## src/rtl/tensor_copy_engine.sv

```systemverilog
module tensor_copy_engine #(
  parameter int AW   = 32,
  parameter int SPW  = 16,
  parameter int BEAT = 16,
  parameter int ELEM = 2,
  parameter int DIMW = 8,
  localparam int LENW  = $clog2(BEAT) + 1,
  localparam int ROWBW = DIMW + 1 + $clog2(ELEM),
  localparam int TOTW  = 2 * (DIMW + 1) + $clog2(ELEM)
) (
  input  logic              clk,
  input  logic              rst_n,
  input  logic              cmd_valid,
  output logic              cmd_ready,
  input  logic [AW-1:0]     cmd_base,
  input  logic [AW-1:0]     cmd_stride,
  input  logic [DIMW-1:0]   cmd_cols_m1,
  input  logic [DIMW-1:0]   cmd_rows_m1,
  input  logic [SPW-1:0]    cmd_spad_base,
  input  logic              cmd_mcast,
  output logic              busy,
  output logic              rd_valid,
  input  logic              rd_ready,
  output logic [AW-1:0]     rd_addr,
  output logic [LENW-1:0]   rd_len,
  output logic [SPW-1:0]    rd_off,
  input  logic              rsp_valid,
  input  logic [8*BEAT-1:0] rsp_data,
  input  logic [LENW-1:0]   rsp_len,
  input  logic [SPW-1:0]    rsp_off,
  output logic              sp0_we,
  output logic              sp1_we,
  output logic [SPW-1:0]    sp_addr,
  output logic [8*BEAT-1:0] sp_data,
  output logic [LENW-1:0]   sp_bytes,
  output logic              bar_exp_valid,
  output logic [TOTW-1:0]   bar_exp_bytes,
  output logic              bar_add_valid,
  output logic [LENW-1:0]   bar_add_bytes
);

  logic              gen_q, mcast_q, wr_q, exp_v_q;
  logic [AW-1:0]     row_addr_q, stride_q;
  logic [ROWBW-1:0]  col_q, row_bytes_q;
  logic [DIMW-1:0]   row_q, rows_m1_q;
  logic [SPW-1:0]    dst_q, wr_addr_q;
  logic [TOTW-1:0]   remain_q, exp_bytes_q;
  logic [8*BEAT-1:0] wr_data_q;
  logic [LENW-1:0]   wr_len_q;

  wire accept = cmd_valid && cmd_ready;
  wire fire   = gen_q && rd_ready;

  wire [ROWBW-1:0] cmd_row_bytes =
    ROWBW'({1'b0, cmd_cols_m1} + (DIMW+1)'(1)) * ROWBW'(ELEM);
  wire [TOTW-1:0] cmd_total =
    TOTW'(cmd_row_bytes) * TOTW'({1'b0, cmd_rows_m1} + (DIMW+1)'(1));

  wire [ROWBW-1:0] rem_row = row_bytes_q - col_q;
  wire [LENW-1:0]  len     = (rem_row > ROWBW'(BEAT)) ? LENW'(BEAT) : rem_row[LENW-1:0];
  wire             row_end = (col_q + ROWBW'(len)) == row_bytes_q;

  assign busy      = remain_q != '0;
  assign cmd_ready = !busy;
  assign rd_valid  = gen_q;
  assign rd_addr   = row_addr_q + AW'(col_q);
  assign rd_len    = len;
  assign rd_off    = dst_q;

  assign sp0_we        = wr_q;
  assign sp1_we        = wr_q && mcast_q;
  assign sp_addr       = wr_addr_q;
  assign sp_data       = wr_data_q;
  assign sp_bytes      = wr_len_q;
  assign bar_add_valid = wr_q;
  assign bar_add_bytes = wr_len_q;
  assign bar_exp_valid = exp_v_q;
  assign bar_exp_bytes = exp_bytes_q;

  always_ff @(posedge clk) begin
    if (!rst_n) begin
      gen_q       <= 1'b0;
      mcast_q     <= 1'b0;
      wr_q        <= 1'b0;
      exp_v_q     <= 1'b0;
      row_addr_q  <= '0;
      stride_q    <= '0;
      col_q       <= '0;
      row_bytes_q <= '0;
      row_q       <= '0;
      rows_m1_q   <= '0;
      dst_q       <= '0;
      remain_q    <= '0;
      exp_bytes_q <= '0;
      wr_addr_q   <= '0;
      wr_data_q   <= '0;
      wr_len_q    <= '0;
    end else begin
      exp_v_q <= accept;
      if (accept) begin
        gen_q       <= 1'b1;
        mcast_q     <= cmd_mcast;
        row_addr_q  <= cmd_base;
        stride_q    <= cmd_stride;
        col_q       <= '0;
        row_bytes_q <= cmd_row_bytes;
        row_q       <= '0;
        rows_m1_q   <= cmd_rows_m1;
        dst_q       <= cmd_spad_base;
        exp_bytes_q <= cmd_total;
      end else if (fire) begin
        dst_q <= dst_q + SPW'(len);
        if (row_end) begin
          col_q      <= '0;
          row_addr_q <= row_addr_q + stride_q;
          row_q      <= row_q + 1'b1;
          if (row_q == rows_m1_q) gen_q <= 1'b0;
        end else begin
          col_q <= col_q + ROWBW'(len);
        end
      end
      if (accept)         remain_q <= cmd_total;
      else if (rsp_valid) remain_q <= remain_q - TOTW'(rsp_len);
      wr_q <= rsp_valid;
      if (rsp_valid) begin
        wr_addr_q <= rsp_off;
        wr_data_q <= rsp_data;
        wr_len_q  <= rsp_len;
      end
    end
  end

  assert_req_len_R3: assert property (@(posedge clk) disable iff (!rst_n)
    rd_valid |-> (rd_len != '0 && rd_len <= LENW'(BEAT)));

  assert_req_hold_R4: assert property (@(posedge clk) disable iff (!rst_n)
    (rd_valid && !rd_ready) |=> (rd_valid && $stable(rd_addr) && $stable(rd_len) && $stable(rd_off)));

  assert_req_busy_R9: assert property (@(posedge clk) disable iff (!rst_n)
    rd_valid |-> busy);

  assert_no_overflow_R8: assert property (@(posedge clk) disable iff (!rst_n)
    rsp_valid |-> (TOTW'(rsp_len) <= remain_q && rsp_len != '0));

  assert_mirror_R7: assert property (@(posedge clk) disable iff (!rst_n)
    sp1_we |-> sp0_we);

  assert_exp_pulse_R2: assert property (@(posedge clk) disable iff (!rst_n)
    bar_exp_valid |=> !bar_exp_valid);

endmodule

```

## config.mk

```make
export PLATFORM = sky130hd
export DESIGN_NAME = tensor_copy_engine
export DESIGN_NICKNAME = d
export VERILOG_FILES = /design/src/rtl/tensor_copy_engine.sv
export SDC_FILE = /design/constraint.sdc
export NUM_CORES = 1
export LEC_CHECK = 0
export ABC_AREA = 0
export BUFFER_PORTS_ARGS = -buffer_cell sky130_fd_sc_hd__buf_2
export CORE_AREA = 3 3 188 190
export DETAILED_ROUTE_END_ITERATION = 10
export DIE_AREA = 0 0 191 193
export MAX_ROUTING_LAYER = met4
export PLACE_DENSITY = 0.8
export SKIP_LAST_GASP = 1
export SLEW_MARGIN = 10
export SYNTH_ARGS = -nofsm -noshare
export SYNTH_HDL_FRONTEND = slang
export SYNTH_SLANG_ARGS = --single-unit
export TNS_END_PERCENT = 5
```

## constraint.sdc

```tcl
create_clock -name clk -period 12.5 [get_ports clk]
set_input_delay 0.625 -clock clk [delete_from_list [all_inputs] [get_ports clk]]
set_output_delay 0.625 -clock clk [all_outputs]
set_load 0.005 [all_outputs]
```

==> flow_summary_export.csv, run 1 <==
group,metric,value,unit
synth,async_flop_share,0,%
sta,min_period_over_period,50.23,%
die,core,33620,um2
final_layout,final_area,22370,um2
setup_path,crit_path_frequent_cell,"o21ai_0",
setup_path,crit_chain,"buf_2 -> ha_1 -> nand3_1 -> nor2_1 -> xor2_1 -> nand2b_1 -> fa_1 -> inv_1 -> fa_1 -> ha_1 -> inv_1 -> fa_1 -> inv_1 -> ha_1 -> nor2b_1 -> o21ai_0 -> a21oi_1 -> o21ai_0 -> a21boi_0 -> o21ai_0 -> a21oi_1 -> o41ai_1 -> mux2i_1 -> o21ai_0",
detailed_routing,drt_iter0_markers,1012,
clock_network,numCtsBuffers,36,
synth,synth_area_leader_cell,"dfxtp_1",
sta,clock_skew,22.78,ps
hold_path,hold_class,"in2reg",
final_layout,fin_nets,2943,
setup_path,critPathMaxFanout,13,
die,dieArea,36860,um2
synth,syn_area,18430,um2
setup_path,critPathKind,"in2reg",
clock_network,cts_tree,"built",
sta,tightest_slew,1092,ps
synth,synth.distinct_cells,68,
setup_path,r2r_setup_slack,6400,ps
die,pin_count,484,
sta,maxClockFrequency,0.1593,GHz
die,rows,67,
status,status,"finished, final reports clean",
global_routing,grt_max_degree,89,
sta,drv_slew,0,
clock_network,clock_sinks,305,
clock_network,htree_levels,2,
clock_network,clk_path_buf_depth,3,
final_layout,layout-drive-gt1-share,22.13,%
clock_network,post_cts_buffers,0,
detailed_routing,antenna_left,0,
synth,ys_top_cells_by_area,"dfxtp_1, mux2i_1, ha_1, fa_1, nor2b_1",
synth,yosys_warnings,0,
placed_design,placed_area,21040,um2
detailed_routing,totalWireLength,56.46,mm
power,p_per_area,178.7,nW/um2
global_routing,grt_pass1_vias,16640,
die,die_h,193,um
sta,fin_crit,6279,ps
detailed_routing,wl_per_cell,18.73,um
detailed_routing,first_pass_iters,6,
sta,timing.slew.headroom,25.30,%
synth,seq_area_frac_synth,33.13,%
synth,synth-main-ff-cell,"dfxtp_1",
setup_path,end_kind,"flop",
final_layout,multiInputGateArea,11430,um2
final_layout,ff_latch_area,6106,um2
clock_network,clk_latency,540,ps
clock_network,path_clk_slew,60,ps
sta,setup_tns,0,ps
clock_network,root_buffer,"clkbuf_16",
power,power_leakage,11.02,nW
setup_path,cp_data_arrival_time,6650,ps
synth,ys_seq_elements,305,
global_routing,antenna_found_initial,6,
setup_path,cp.required,12870,ps
global_routing,grt_usage,30.30,%
clock_network,cts_resized,0,
synth,avgSynthCellArea,8.723,um2
global_routing,grt.overflow.total,0,
synth,synth-edff-count,0,
die,dieWidth,191,um
setup_path,cp-start-kind,"input port",
die,start_util,54.83,%
placed_design,port_buffers,482,
detailed_routing,vias,16700,
final_layout,syn_to_final_growth,21.38,%
sta,hold_viol,0,
sta,finalSetupViolations,0,
synth,netlist.area_leader.share,33.13,%
detailed_routing,remaining_drc_errors,0,
final_layout,n_fill_cell,2781,
detailed_routing,viasPerCell,5.542,
sta,setup_ws,6221,ps
global_routing,grt_pass1_wl,87.14,mm
synth,synth_nets,2525,
setup_path,cp_slowest_cell,"xor2_1",
clock_network,postCtsHoldBufs,0,
placed_design,hpwl,43.10,mm
placed_design,place_ws,5827,ps
placed_design,place_congestion,0.9915,
power,max-vdd-ir-drop,165.5,uV
synth,syn_inst,2113,
final_layout,final_util,66.56,%
flow_run,cap_violations,0,
setup_path,slowest_delay,700,ps
power,total_power,0.003998,W
sta,rsz0062_at_grt,"no",
[cells by family after synthesis]
kind of cell,count (synthesis),synth area share [%]
simple gates,728,19.36
mux,161,8.790
xor+xnor,135,6.571
flops,305,33.13
fa+ha+maj,161,13.21
other cells,1,0.02034
compound gates,395,14.03
buf+inv,227,4.894
[power breakdown]
part	switching, W	internal, W	leakage (nW)
combinational	0.000988	0.000647	7.88
clock	0.000428	0.000735	0.644
sequential	0.000107	0.00109	2.49
total	0.00152	0.00247	11.0
[metrics by stage]
step | cells | hold slack [ps]
2_1_floorplan | 2113 | 434.5
3_3_place_gp | 2941 | 455.3
3_5_place_dp | 2941 | 459.0
4_1_cts | 3006 | 314.9
5_1_grt | 3012 | 318.3
6_report | 3014 | 332.6
[Yosys cell counts, drive strengths merged, types with 67 or more instances]
master / number
clkbuf: 82
a21boi: 67
nor2b: 174
o21ai: 96
inv: 113
xnor2: 71
dfxtp: 305
nand2: 273
nor2: 101
mux2i: 157
a21oi: 80
ha: 105
[flip-flops by register name, indices dropped and copies added, names as in the netlist]
| name | flops |
|---|---|
| rd_off | 16 |
| mcast_q | 1 |
| row_addr_q | 32 |
| rows_m1_q | 8 |
| row_q | 8 |
| col_q | 10 |
| sp_data | 128 |
| rd_valid | 1 |
| stride_q | 32 |
| sp_addr | 16 |
| row_bytes_q | 9 |
| bar_add_bytes | 5 |
| bar_add_valid | 1 |
| bar_exp_valid | 1 |
| remain_q | 19 |
| bar_exp_bytes | 18 |
[per-layer routing]
metal	global-route usage, %	vias to the layer above	routed length [um]
met5	-	-	0
met4	15.30	0	2988
met3	5.514	126	3829
met2	50.91	594	27880
met1	34.94	7993	21760
li1	-	7990	-
[layout make-up]
type	instances	share of cell area, %
Clock inverter	16	1.353
Inverter	113	1.896
Sequential cell	305	27.29
Clock buffer	49	4.513
Timing Repair Buffer	494	11.25
Antenna cell	8	0.08948
Tap cell	448	2.505
Multi-Input combinational cell	1581	51.10
[placed cells by master (no fill, tap or decap), types with 14 or more instances in the layout]
cell       count
buf_2        480
dfxtp_1      305
nand2_1      272
nor2b_1      174
mux2i_1      157
inv_1        113
ha_1         105
nor2_1       101
o21ai_0       94
a21oi_1       79
xnor2_1       71
a21boi_0      67
xor2_1        62
fa_1          56
nand3_1       48
a31oi_1       37
clkbuf_16     36
and2_1        24
nor3_1        23
o211a_1       21
nand2b_1      20
and3_1        17
o21a_1        15
a21o_1        14
[path summary, 6_finish.rpt]
| path | cells after the start | end | from |
|---|---|---|---|
| worst max-delay path | 24 | remain_q[17] | cmd_cols_m1[0] |
| worst min-delay path | 3 | stride_q[20] | cmd_stride[20] |
| worst max register to register | 20 | row_addr_q[0] | col_q[1] |
| worst min register to register | 2 | bar_exp_bytes[5] | bar_exp_bytes[5] |
[critical path: cells and delay by family]
family                     cells  cell delay [ps]
xor gates and xnor gates       1              700
AOI/OAI and AO/OA              8             1650
muxes                          1              260
adders and majority gates      6             2360
and+or+nand+nor                4              650
buffers and inverters          4              400
No activity file was read; power rests on OpenSTA's default activity.
==> run 2, diff against run 1 <==
--- a/config.mk
+++ b/config.mk
@@ -7,11 +7,12 @@
 export LEC_CHECK = 0
 export ABC_AREA = 0
 export BUFFER_PORTS_ARGS = -buffer_cell sky130_fd_sc_hd__buf_2
-export CORE_AREA = 3 3 188 190
+export CORE_ASPECT_RATIO = 1.75
+export CORE_MARGIN = 3
+export CORE_UTILIZATION = 54
 export DETAILED_ROUTE_END_ITERATION = 10
-export DIE_AREA = 0 0 191 193
 export MAX_ROUTING_LAYER = met4
-export PLACE_DENSITY = 0.8
+export PLACE_DENSITY = 0.79
 export SKIP_LAST_GASP = 1
 export SLEW_MARGIN = 10
 export SYNTH_ARGS = -nofsm -noshare
==> constraint.sdc (replaced) <==
create_clock -name clk -period 5.85 [get_ports clk]
set_input_delay 0.2925 -clock clk [delete_from_list [all_inputs] [get_ports clk]]
set_output_delay 0.2925 -clock clk [all_outputs]
set_load 0.005 [all_outputs]
==> run 2 against run 1 <==
Net effect: sequential cell count unchanged; highest routed layer unchanged; via count increased by 7.9%; non-clock buffer count increased by 194; cell area increased by 7.3%.
==> flow_summary_export.csv, run 2 (synthesis results as in run 1) <==
group,metric,value,unit
die,pin_count,484,
clock_network,clk_path_buf_depth,3,
sta,rsz0062_at_grt,"yes",
sta,finalSetupViolations,0,
sta,setup_ws,354.1,ps
clock_network,path_clk_slew,70,ps
power,p_sw,0.003447,W
sta,clock_skew,17.30,ps
sta,tightest_slew,1085,ps
placed_design,port_buffers,482,
clock_network,numCtsBuffers,29,
global_routing,grt.overflow.total,0,
final_layout,final_util,71.97,%
setup_path,r2r_setup_slack,350,ps
detailed_routing,remaining_drc_errors,0,
die,core,33360,um2
global_routing,grt_pass1_wl,100.3,mm
placed_design,place_ws,196.7,ps
clock_network,htree_levels,1,
final_layout,fin_nets,3130,
final_layout,final_cell_mix,"buf_2, dfxtp_1, nand2_1, nor2b_1, dlygate4sd3_1",
hold_path,hold_class,"in2reg",
clock_network,root_buffer,"clkbuf_16",
flow_run,cap_violations,0,
clock_network,clock_sinks,305,
placed_design,hpwl,44.76,mm
die,die_h,250.4,um
sta,hold_viol,0,
global_routing,grt_max_degree,152,
final_layout,n_fill_cell,2476,
final_layout,layout-drive-gt1-share,21.23,%
power,power_frac_comb,46.0,%
power,p_seq_share,29.8,%
placed_design,dpl.cell_count,2962,
setup_path,cp-start-kind,"flop",
final_layout,multiInputGateArea,11440,um2
detailed_routing,antenna_left,0,
final_layout,layout_commonest_cell,"buf_2",
power,max-vdd-ir-drop,297.4,uV
power,p_per_area,358.5,nW/um2
global_routing,grt_usage,34.82,%
power,internal-power,0.005162,W
die,dieWidth,145.7,um
setup_path,end_kind,"flop",
power,swShare,40.04,%
sta,maxClockFrequency,0.1820,GHz
setup_path,r2r_end,"row_addr_q[28]",
hold_path,hold_end,"stride_q[3]",
sta,min_period_over_period,93.95,%
setup_path,cp.required,6360,ps
setup_path,critPathMaxFanout,15,
sta,fin_hold_ws,18.66,ps
detailed_routing,drt_iter0_markers,885,
hold_path,hold_depth,3,
detailed_routing,first_pass_iters,7,
power,pwr-share-clk,24.2,%
detailed_routing,viasPerCell,5.635,
power,power_leakage,11.72,nW
detailed_routing,vias,18020,
final_layout,largest_reg_flops,128,
die,dieArea,36470,um2
setup_path,reg2reg_depth,20,
die,start_util,55.25,%
final_layout,ff_latch_area,6106,um2
final_layout,syn_to_final_growth,30.27,%
detailed_routing,totalWireLength,63.98,mm
global_routing,grt_pass1_vias,19050,
detailed_routing,wl_per_cell,20.01,um
setup_path,cp_data_arrival_time,6010,ps
final_layout,fin_cells,3197,
sta,fin_crit,5496,ps
hold_path,worstHoldStart,"cmd_stride[3]",
status,status,"finished, final reports clean",
sta,timing.slew.headroom,27.68,%
clock_network,clk_latency,590,ps
setup_path,critPathKind,"reg2reg",
setup_path,r2r_start,"col_q[4]",
die,rows,88,
sta,drv_slew,0,
placed_design,place_congestion,0.9705,
clock_network,cts_tree,"built",
global_routing,antenna_found_initial,6,
==> run 2: area by class of cell <==
type	instances	area share (%)
multi-input cells	1581	47.65
flip-flops and latches	305	25.43
repair buffers	688	18.40
clock buffers	33	3.168
well taps	450	2.345
inverters	113	1.766
clock inverters	21	1.178
diodes	6	0.06253
==> run 2: stage by stage <==
stage / power, W / setup TNS (ps) / instance area, um2
finish: 0.008608 / 0 / 24010
global route: 0.009111 / -17.75 / 24010
CTS: 0.008451 / 0 / 23970
detailed placement: 0.006269 / 0 / 21200
global placement: 0.006164 / 0 / 21200
floorplan: 0.005097 / 0 / 18430
==> run 2: power by group through the flow <==
stage	registers [W]	clock network, W	logic [W]
CTS	0.00255	0.00210	0.00380
global route	0.00259	0.00218	0.00434
global placement	0.00258	0	0.00358
finish	0.00256	0.00208	0.00396
floorplan	0.00254	0	0.00255
detailed placement	0.00259	0	0.00368
==> run 2: repair_timing <==
| action | 4_1_cts | 5_1_grt |
|---|---|---|
| setup endpoints to repair | 0 | 4 |
| resized for setup | 0 | 1 |
| hold buffers | 173 | 0 |
| endpoints found under the hold margin | 173 | 0 |
| setup buffers | 0 | 2 |
==> run 2: worst max-delay path by stage <==
stage / end / startpoint / slack (ps)
floorplan: remain_q[17] / cmd_cols_m1[0] / 640
global placement: remain_q[17] / cmd_cols_m1[0] / 310
detailed placement: remain_q[17] / cmd_cols_m1[0] / 200
CTS: row_addr_q[28] / col_q[4] / 370
global route: remain_q[17] / cmd_rows_m1[1] / -20
finish: row_addr_q[28] / col_q[4] / 350
==> run 2: routing by layer <==
metal / vias up / part of all wire [%] / global-route usage (%)
li1: 8372 / - / -
met2: 800 / 51 / 61.09
met1: 8593 / 36 / 36.72
met3: 250 / 7.0 / 6.371
met5: - / 0 / -
met4: 0 / 6.3 / 19.48
==> run 2: worst max-delay path: stages, from the launching register on <==
cell and delay, ps:
dfxtp_1 400, inv_1 60, ha_1 360, nand3_1 130, a21oi_2 60, or4_4 480, a211oi_2 280, nand4bb_1 340
or2_2 430, inv_1 180, fa_1 470, xnor2_1 280, o311ai_0 180, a211o_1 270, nor3_1 140, mux2i_1 140
a211oi_2 320, nand2_1 180, buf_4 220, or3_1 350, a31oi_1 150
